**src/rtl/audio_sync_pkg.sv**
```systemverilog
package audio_sync_pkg;

    typedef enum logic {
        TRK_ACQUIRE = 1'b0,
        TRK_LOCKED  = 1'b1
    } trk_state_e;

    typedef struct packed {
        logic locked;
        logic step;
        logic loss;
    } trk_evt_t;

    function automatic int unsigned phase_dist(int unsigned a, int unsigned b, int unsigned frame);
        int unsigned d;
        d = (a >= b) ? (a - b) : (a + frame - b);
        return (d > frame - d) ? (frame - d) : d;
    endfunction

    function automatic int unsigned max_u(int unsigned a, int unsigned b);
        return (a > b) ? a : b;
    endfunction

endpackage

```
**src/rtl/sync_phase_tracker.sv**
```systemverilog
module sync_phase_tracker
    import audio_sync_pkg::*;
#(
    parameter int unsigned FRAME_CLKS  = 256,
    parameter int unsigned THRESH_CLKS = 24
) (
    input  logic     clk,
    input  logic     clr,
    input  logic     lrck,
    output trk_evt_t evt
);
    localparam int unsigned PH_W    = $clog2(FRAME_CLKS);
    localparam int unsigned TIMEOUT = FRAME_CLKS + THRESH_CLKS;
    localparam int unsigned TO_W    = $clog2(TIMEOUT + 1);

    logic            lrck_q, lrck_q2;
    logic [PH_W-1:0] phase_cnt;
    logic [PH_W-1:0] ref_ph;
    logic            have_cand;
    trk_state_e      state;
    logic [TO_W-1:0] since;
    logic            step_q, loss_q;
    logic            edge_seen;
    logic            near;

    assign edge_seen = lrck_q & ~lrck_q2;
    assign near      = phase_dist(32'(phase_cnt), 32'(ref_ph), FRAME_CLKS) <= THRESH_CLKS;

    always_ff @(posedge clk) begin
        if (clr) begin
            lrck_q    <= 1'b1;
            lrck_q2   <= 1'b1;
            phase_cnt <= '0;
        end else begin
            lrck_q    <= lrck;
            lrck_q2   <= lrck_q;
            phase_cnt <= (phase_cnt == PH_W'(FRAME_CLKS - 1)) ? '0 : phase_cnt + 1'b1;
        end
    end

    always_ff @(posedge clk) begin
        if (clr) begin
            state     <= TRK_ACQUIRE;
            ref_ph    <= '0;
            have_cand <= 1'b0;
            since     <= '0;
            step_q    <= 1'b0;
            loss_q    <= 1'b0;
        end else begin
            step_q <= 1'b0;
            loss_q <= 1'b0;
            if (edge_seen)
                since <= '0;
            else if (since != TO_W'(TIMEOUT))
                since <= since + 1'b1;

            if (edge_seen) begin
                ref_ph    <= phase_cnt;
                have_cand <= 1'b1;
                if (state == TRK_ACQUIRE) begin
                    if (have_cand && near)
                        state <= TRK_LOCKED;
                end else if (near) begin
                    step_q <= 1'b1;
                end else begin
                    state  <= TRK_ACQUIRE;
                    loss_q <= 1'b1;
                end
            end else if (since == TO_W'(TIMEOUT)) begin
                have_cand <= 1'b0;
                if (state == TRK_LOCKED) begin
                    state  <= TRK_ACQUIRE;
                    loss_q <= 1'b1;
                end
            end
        end
    end

    assign evt.locked = (state == TRK_LOCKED);
    assign evt.step   = step_q;
    assign evt.loss   = loss_q;

endmodule

```
**src/rtl/release_timer.sv**
```systemverilog
module release_timer
    import audio_sync_pkg::*;
#(
    parameter int unsigned PWR_FRAMES = 18436,
    parameter int unsigned RSY_FRAMES = 32
) (
    input  logic     clk,
    input  logic     clr,
    input  trk_evt_t evt,
    output logic     mute
);
    localparam int unsigned MAXV = max_u(PWR_FRAMES, RSY_FRAMES);
    localparam int unsigned CW   = $clog2(MAXV + 1);

    logic [CW-1:0] cnt;

    always_ff @(posedge clk) begin
        if (clr)
            cnt <= CW'(PWR_FRAMES);
        else if (evt.loss) begin
            if (cnt < CW'(RSY_FRAMES))
                cnt <= CW'(RSY_FRAMES);
        end else if (evt.step && cnt != '0)
            cnt <= cnt - 1'b1;
    end

    assign mute = !evt.locked || (cnt != '0);

endmodule

```
**src/rtl/zero_run_detector.sv**
```systemverilog
module zero_run_detector #(
    parameter int unsigned RUN_BCKS = 65536
) (
    input  logic clk,
    input  logic clr,
    input  logic bck,
    input  logic sdin,
    output logic flag
);
    localparam int unsigned CW = $clog2(RUN_BCKS + 1);

    logic          bck_q, bck_q2, sd_q;
    logic [CW-1:0] run_cnt;
    logic          rise;

    assign rise = bck_q & ~bck_q2;

    always_ff @(posedge clk) begin
        if (clr) begin
            bck_q   <= 1'b1;
            bck_q2  <= 1'b1;
            sd_q    <= 1'b0;
            run_cnt <= '0;
        end else begin
            bck_q  <= bck;
            bck_q2 <= bck_q;
            sd_q   <= sdin;
            if (rise) begin
                if (sd_q)
                    run_cnt <= '0;
                else if (run_cnt != CW'(RUN_BCKS))
                    run_cnt <= run_cnt + 1'b1;
            end
        end
    end

    assign flag = (run_cnt == CW'(RUN_BCKS));

endmodule

```
**src/rtl/audio_sync_mute.sv**
```systemverilog
module audio_sync_mute
    import audio_sync_pkg::*;
#(
    parameter int unsigned DATA_W            = 20,
    parameter int unsigned FRAME_CLKS        = 256,
    parameter int unsigned BCK_CLKS          = 4,
    parameter int unsigned LOSS_BCKS         = 6,
    parameter int unsigned ADC_PWR_FRAMES    = 18436,
    parameter int unsigned DAC_PWR_FRAMES    = 16384,
    parameter int unsigned ADC_RESYNC_FRAMES = 32,
    parameter int unsigned DAC_RESYNC_FRAMES = 32,
    parameter int unsigned ZERO_RUN_BCKS     = 65536
) (
    input  logic              clk,
    input  logic              rst,
    input  logic              pwr_dn,
    input  logic              bck,
    input  logic              lrck,
    input  logic              sdin,
    input  logic [DATA_W-1:0] adc_in,
    input  logic [DATA_W-1:0] dac_in,
    output logic [DATA_W-1:0] adc_out,
    output logic [DATA_W-1:0] dac_out,
    output logic              adc_muted,
    output logic              dac_muted,
    output logic              zflag_oe
);
    localparam int unsigned THRESH_CLKS = LOSS_BCKS * BCK_CLKS;
    localparam int unsigned NPATH       = 2;

    logic                         clr;
    trk_evt_t                     trk_evt;
    logic [NPATH-1:0]             mute_c;
    logic [NPATH-1:0]             mute_q;
    logic [NPATH-1:0][DATA_W-1:0] din_v;
    logic [NPATH-1:0][DATA_W-1:0] dout_q;

    assign clr      = rst | pwr_dn;
    assign din_v[0] = adc_in;
    assign din_v[1] = dac_in;

    sync_phase_tracker #(
        .FRAME_CLKS (FRAME_CLKS),
        .THRESH_CLKS(THRESH_CLKS)
    ) u_trk (
        .clk (clk),
        .clr (clr),
        .lrck(lrck),
        .evt (trk_evt)
    );

    for (genvar p = 0; p < NPATH; p++) begin : g_path
        release_timer #(
            .PWR_FRAMES((p == 0) ? ADC_PWR_FRAMES : DAC_PWR_FRAMES),
            .RSY_FRAMES((p == 0) ? ADC_RESYNC_FRAMES : DAC_RESYNC_FRAMES)
        ) u_tmr (
            .clk (clk),
            .clr (clr),
            .evt (trk_evt),
            .mute(mute_c[p])
        );
    end

    always_ff @(posedge clk) begin
        if (rst) begin
            mute_q <= '1;
            dout_q <= '0;
        end else begin
            for (int p = 0; p < NPATH; p++) begin
                mute_q[p] <= mute_c[p];
                dout_q[p] <= mute_c[p] ? '0 : din_v[p];
            end
        end
    end

    zero_run_detector #(
        .RUN_BCKS(ZERO_RUN_BCKS)
    ) u_zero (
        .clk (clk),
        .clr (clr),
        .bck (bck),
        .sdin(sdin),
        .flag(zflag_oe)
    );

    assign adc_out   = dout_q[0];
    assign dac_out   = dout_q[1];
    assign adc_muted = mute_q[0];
    assign dac_muted = mute_q[1];

endmodule

```
**config.mk**
```make
export PLATFORM = sky130hd
export DESIGN_NAME = audio_sync_mute
export DESIGN_NICKNAME = d
export VERILOG_FILES = /design/src/rtl/audio_sync_pkg.sv /design/src/rtl/sync_phase_tracker.sv /design/src/rtl/release_timer.sv /design/src/rtl/zero_run_detector.sv /design/src/rtl/audio_sync_mute.sv
export SDC_FILE = /design/constraint.sdc
export NUM_CORES = 1
export LEC_CHECK = 0
export BUFFER_PORTS_ARGS = -buffer_cell sky130_fd_sc_hd__clkbuf_2
export CAP_MARGIN = 20
export CORE_MARGIN = 2
export CORE_UTILIZATION = 52
export CTS_BUF_LIST = sky130_fd_sc_hd__clkbuf_2
export CTS_CLUSTER_SIZE = 28
export DETAILED_ROUTE_END_ITERATION = 10
export GPL_TIMING_DRIVEN = 0
export PLACE_DENSITY = 0.77
export SETUP_SLACK_MARGIN = 0.2
export SYNTH_ARGS = -nofsm -noshare
export SYNTH_HDL_FRONTEND = slang
export SYNTH_SLANG_ARGS = --single-unit
```
**constraint.sdc**
```tcl
create_clock -name clk -period 5.5 [get_ports clk]
set_input_delay 1.1 -clock clk [delete_from_list [all_inputs] [get_ports clk]]
set_output_delay 1.1 -clock clk [all_outputs]
set_load 0.02 [all_outputs]
```
==> results.toml, run 1 <==
[run_status]
status = "completed"

[min_path]
hp-class = "reg -> reg"

[cts]
h-tree-depth = 4
cts-buffers-inserted = 17
clk_pin_slew_ns = 0.19
cts.sinks = 123
clock_latency_ns = 0.66
cts_tree = "built"
cts_root_buf = "clkbuf_2"
clockBufferDepth = 2

[grt]
grt_usage_pct = 20.38
grt_max_degree = 17
grt_pass1_wl_microns = 21130
overflow = 0
grt_pass1_vias = 4837
antenna_found_initial = 0

[place]
io_buffer_count = 88
hpwl_microns = 8950
gp_congestion = 0.8062
dpl.cell_count = 916
place_ws_ns = -0.5881

[synthesis]
synth_nets = 772
avgSynthCellArea_sq_um = 8.571
yosysTopAreaCell = "dfxtp_1"
synthAdderAreaFrac_pct = 8.190
synth_area_sq_um = 5897
synth_cell_types = 59
synthCells = 688
synth_top_family_by_area = "simple AND/OR/NAND/NOR gates"
synth_mux_area_share_pct = 0.7002
synthSimpleGateAreaFrac_pct = 28.09
synth_edf_count = 0
synth_flop_cell = "dfxtp_1"
synthTopCellsByArea = "dfxtp_1, ha_1, nor2_1"
synth_seq_area_share_pct = 41.76
ys.warnings.count = 0
synth_async_sr_flop_share_pct = 0
synthXorXnorAreaFrac_pct = 7.278
synth_seq_cells = 123
synth_top_area_share_pct = 41.76
synth_compound_area_share_pct = 9.909

[power]
power_frac_clock_pct = 37.4
vdd_drop_max_v = 0.0002618
sw_frac_of_total_pct = 25.49
p_per_area_nw_per_um2 = 229.0
power_frac_seq_pct = 55.6
power.net_switching_w = 0.0004114
combPwrFrac_pct = 7.0
power.total_w = 0.001614
total_leakage_power_nw = 2.879
p_int_w = 0.001202

[route]
drtIter0Drc = 231
drt_wl_total_microns = 12410
wl_per_cell_microns = 12.98
vias_per_cell = 5.286
drc_errors = 0
ant_nets = 0
via_count = 5053
drt_first_pass_iters = 5

[floorplan]
die_y_microns = 110.5
die_w_microns = 110.5
io_pins = 89
start_util_pct = 53.92
fp.coreArea_sq_um = 10940
die_area_sq_um = 12210
num_rows = 38

[cells_and_area]
layout-drive-gt1-share_pct = 21.94
fin_cells = 956
antenna_cells = 0
synthToLayoutAreaGrowth_pct = 19.48
nets = 887
final_util_pct = 64.43

[timing]
rsz0062_at_grt = "false"
period_share_pct = 94.12
finalSetupViolations = 0
skew_ns = 0.02128
hold_viol_final = 0
tightest_slew_ns = 0.5960
slew_headroom_pct = 59.85
slew_viol_final = 0
fmax_mhz = 193.2
worst_slack_ns = 0.3233
fin_crit_ns = 5.177

[critical_path]
critPathKind = "reg -> reg"
crit_required_ns = 6.05
cp-start-kind = "flop"
slowest_stage = "or4_4"
slowest_delay_ns = 0.55
crit_chain = "inv_1, ha_2, inv_1, fa_2, a211oi_4, buf_4, nor2_1, xor2_2, or4b_4, buf_6, nor2_4, nand2_2, nand2_2, ha_1, or4_4, o22a_1, nor2_2, nand2_1, or2_2, o2111ai_2, nand3b_1, a32oi_2, o22ai_1"
worstPathMaxFanout = 7
crit_family = "simple AND/OR/NAND/NOR gates"
cp-end-kind = "flop"
cp.arrival_ns = 5.73
worst-path-buf-inv = 4

[job]
maxCapViolCount = 0
==> placed cells by master (no fill, tap or decap), types with 10 or more instances in the layout <==
cell,n
dfxtp_1,121
clkbuf_2,106
nor2_1,84
nand2_1,56
and2_1,44
inv_1,42
ha_1,32
a21oi_1,29
xor2_1,26
nand3_1,23
xnor2_1,22
o21ai_0,18
clkbuf_1,16
nor3_1,16
or3_1,15
nor4_1,10
==> what timing repair did <==
action	4_1_cts	5_1_grt
pin swaps	3	12
setup endpoints to repair	3	3
gates resized for setup	17	40
hold buffers	0	0
hold endpoints to repair	0	0
buffers inserted	3	5
==> metal layers <==
layer,up-vias,track usage [%],part of all wire (%)
met5,-,0,0
met4,0,7.000,1.2
met3,13,5.653,4.8
met2,122,35.09,49
met1,2340,24.44,45
li1,2578,-,-
==> power groups by stage <==
stage	clock network (W)	logic, W	registers [W]
final	0.000603	0.000113	0.000897
after global routing	0.000651	0.000126	0.000899
after CTS	0.000618	0.0000979	0.000898
after detailed placement	0	0.0000949	0.000916
after global placement	0	0.0000925	0.000916
after floorplan	0	0.0000627	0.000915
==> per-stage QoR <==
step | instance area (sq um) | setup TNS (ns) | hold slack [ns]
finish | 7046 | 0 | 0.4578
CTS | 6858 | 0 | 0.4664
global route | 7046 | 0 | 0.4689
global placement | 6513 | -1.263 | 0.4230
detailed placement | 6513 | -1.551 | 0.4284
floorplan | 5897 | 0 | 0.4069
==> path summary, 6_finish.rpt <==
kind	start	end	slack, ns	cells after the start
worst min-delay path	u_trk.phase_cnt[0]	u_trk.phase_cnt[0]	0.46	1
worst max-delay path	u_trk.phase_cnt[0]	u_trk.state	0.32	23
worst max register to register	u_trk.phase_cnt[0]	u_trk.state	0.32	23
worst min register to register	u_trk.phase_cnt[0]	u_trk.phase_cnt[0]	0.46	1
==> flip-flops by register name (all words and copies together) (netlist names), 2 cells and up <==
signal,flops
u_trk.phase_cnt,8
u_zero.run_cnt,17
u_trk.ref_ph,8
adc_out,20
mute_q,2
g_path.u_tmr.cnt,30
dac_out,20
u_trk.since,9
==> cells in the mapped netlist, types with 10 or more instances <==
cell type  instances
nor4_1            10
or3_1             15
xnor2_1           22
xor2_1            27
nor2_1            86
nand3_1           23
and2_1            44
inv_1             44
nand2_1           58
dfxtp_1          123
nor3_1            18
clkbuf_1          19
a21oi_1           29
o21ai_0           21
ha_1              37
==> cells by family (layout without fill, tap and decap cells) <==
group,Yosys count,after routing
buffers and inverters,64,192
XOR/XNOR,49,49
AO/OA/AOI/OAI,92,92
AND/OR/NAND/NOR,318,318
adder cells (fa/ha/maj),38,38
multiplexers,4,4
flip-flops,123,123
==> final cells by class <==
cell class / count / area, sq um
Clock buffer: 18 / 90.09
Multi-Input combinational cell: 501 / 3374
Inverter: 45 / 173.9
Buffer: 19 / 93.84
Fill cell: 896 / 3890
Clock inverter: 14 / 170.2
Sequential cell: 123 / 2467
Tap cell: 140 / 175.2
Timing Repair Buffer: 96 / 500.5
(Power assumes the default switching activity.)
==> run 2: changes to the inputs <==
--- a/config.mk
+++ b/config.mk
@@ -8,12 +8,11 @@
 export BUFFER_PORTS_ARGS = -buffer_cell sky130_fd_sc_hd__clkbuf_2
 export CAP_MARGIN = 20
 export CORE_MARGIN = 2
-export CORE_UTILIZATION = 52
+export CORE_UTILIZATION = 35
 export CTS_BUF_LIST = sky130_fd_sc_hd__clkbuf_2
 export CTS_CLUSTER_SIZE = 28
 export DETAILED_ROUTE_END_ITERATION = 10
 export GPL_TIMING_DRIVEN = 0
-export PLACE_DENSITY = 0.77
 export SETUP_SLACK_MARGIN = 0.2
 export SYNTH_ARGS = -nofsm -noshare
 export SYNTH_HDL_FRONTEND = slang
==> constraint.sdc (replaced) <==
create_clock -name clk -period 6.45 [get_ports clk]
set_input_delay 1.29 -clock clk [delete_from_list [all_inputs] [get_ports clk]]
set_output_delay 1.29 -clock clk [all_outputs]
set_load 0.02 [all_outputs]
==> results.toml, run 2 (same netlist as run 1, synthesis figures left out) <==
[route]
ant_nets = 0
top_layer = "met4"
met2_length_microns = 5578
drt_wl_total_microns = 11800
wl_per_cell_microns = 11.44
wl_met3_microns = 417
vias_per_cell = 4.656
via_count = 4805
met1Wirelength_microns = 5712
drtIter0Drc = 216
drt_first_pass_iters = 4
drc_errors = 0

[timing]
fin_crit_ns = 5.764
slew_viol_final = 0
rsz0062_at_grt = "false"
hold_viol_final = 0
period_share_pct = 89.37
skew_ns = 0.03546
slew_headroom_pct = 52.90
tns_ns = 0
tightest_slew_ns = 0.7023
fmax_mhz = 173.5
finalSetupViolations = 0

[place]
gp_congestion = 0.7688
io_buffer_count = 88
hpwl_microns = 8785
dpl.cell_count = 996

[cells_and_area]
regMostFlops = "g_path.u_tmr.cnt"
final_cell_mix = "dfxtp_1, clkbuf_2, nor2_1"
nets = 882
final_common_cell = "dfxtp_1"
final_util_pct = 41.58
synthToLayoutAreaGrowth_pct = 16.51
fin_cells = 1032
layout-drive-gt1-share_pct = 17.14
largest_reg_flops = 30

[critical_path]
cp-end-kind = "flop"
cp_common_cell = "inv_1"
r2r_end = "u_trk.loss_q"
worstPathMaxFanout = 10
critPathKind = "reg -> reg"
reg2reg_depth = 25
crit_required_ns = 7.04
cp-start-kind = "flop"
slowest_delay_ns = 0.55
cp.arrival_ns = 6.35
timing.rr.start = "u_trk.phase_cnt[0]"
slowest_stage = "or4_1"
regToRegSetupSlack_ns = 0.69

[floorplan]
fp.coreArea_sq_um = 16520
io_pins = 89
start_util_pct = 35.69
die_area_sq_um = 17900
num_rows = 47
die_w_microns = 133.8
die_y_microns = 133.8

[min_path]
hold_start = "u_trk.ref_ph[3]"
hold_depth = 2
worstHoldEndpoint = "u_trk.ref_ph[3]"
hp-class = "reg -> reg"

[grt]
grt_usage_pct = 13.33
overflow = 0
grt_max_degree = 17
grt_pass1_wl_microns = 19550
antenna_found_initial = 1
grt_pass1_vias = 4294

[cts]
cts_tree = "built"
clk_pin_slew_ns = 0.18
cts_root_buf = "clkbuf_2"
clockBufferDepth = 2
clock_latency_ns = 0.66
cts-buffers-inserted = 17
cts.sinks = 123
h-tree-depth = 4

[power]
p_per_area_nw_per_um2 = 188.9
power.total_w = 0.001298
vdd_drop_max_v = 0.0001012
total_leakage_power_nw = 2.793

[run_status]
status = "completed"

[job]
maxCapViolCount = 0
## run 2: cell types whose count changed in the layout (fill, tap and decap cells not counted), moves of 3 or more
cell / before / now
ha_1: 32 / 37
clkinv_4: 3 / 0
o21ai_0: 18 / 21
ha_2: 4 / 0
buf_4: 8 / 3
## run 2: routing by layer
| layer | track usage [%] | up-vias |
|---|---|---|
| met5 | 0 | - |
| met4 | 3.546 | 0 |
| met3 | 4.119 | 7 |
| met2 | 21.77 | 58 |
| met1 | 17.13 | 2165 |
| li1 | - | 2575 |
## run 2: power breakdown
group	internal, W	switching (W)
Combinational	0.0000354	0.0000462
Clock	0.000171	0.000280
Sequential	0.000763	0.00000229
Total	0.000970	0.000328
## run 2: final cells by class
type / instances / area (sq um)
diodes: 1 / 2.502
flip-flops and latches: 123 / 2462
well taps: 220 / 275.3
clock buffers: 18 / 90.09
repair buffers: 91 / 462.9
clock inverters: 14 / 130.1
multi-input cells: 501 / 3199
inverters: 45 / 172.7
fillers: 1670 / 9654
plain buffers: 19 / 75.07
## run 2: worst max-delay path by stage
| stage | start | endpoint | slack, ns |
|---|---|---|---|
| detailed placement | u_trk.phase_cnt[0] | u_trk.state | 0.24 |
| global placement | u_trk.phase_cnt[0] | u_trk.state | 0.26 |
| finish | u_trk.phase_cnt[0] | u_trk.loss_q | 0.69 |
| CTS | u_trk.phase_cnt[0] | u_trk.loss_q | 0.30 |
| floorplan | u_trk.phase_cnt[0] | u_trk.state | 1.16 |
| global route | u_trk.phase_cnt[0] | u_trk.loss_q | 0.21 |
## run 2: critical path, delay by kind of cell (launching register included)
family / cells / cell delay (ns)
buf+inv: 5 / 0.58
flops: 1 / 0.41
compound gates: 7 / 1.68
fa+ha+maj: 4 / 1.21
simple gates: 9 / 1.83
## run 2: stage by stage
step / cell area, sq um / worst slack [ns] / hold WS [ns]
finish: 6870 / 0.6855 / 0.4681
detailed placement: 6613 / 0.2412 / 0.4248
floorplan: 5897 / 1.158 / 0.4069
global placement: 6613 / 0.2610 / 0.4280
CTS: 6859 / 0.3001 / 0.4688
global route: 6870 / 0.2088 / 0.4837
## run 2: what timing repair did
item	in CTS	in global routing
pin swaps	0	0
endpoints found under the setup margin	2	3
setup buffers	3	0
gates resized for setup	1	5
hold buffers	0	0
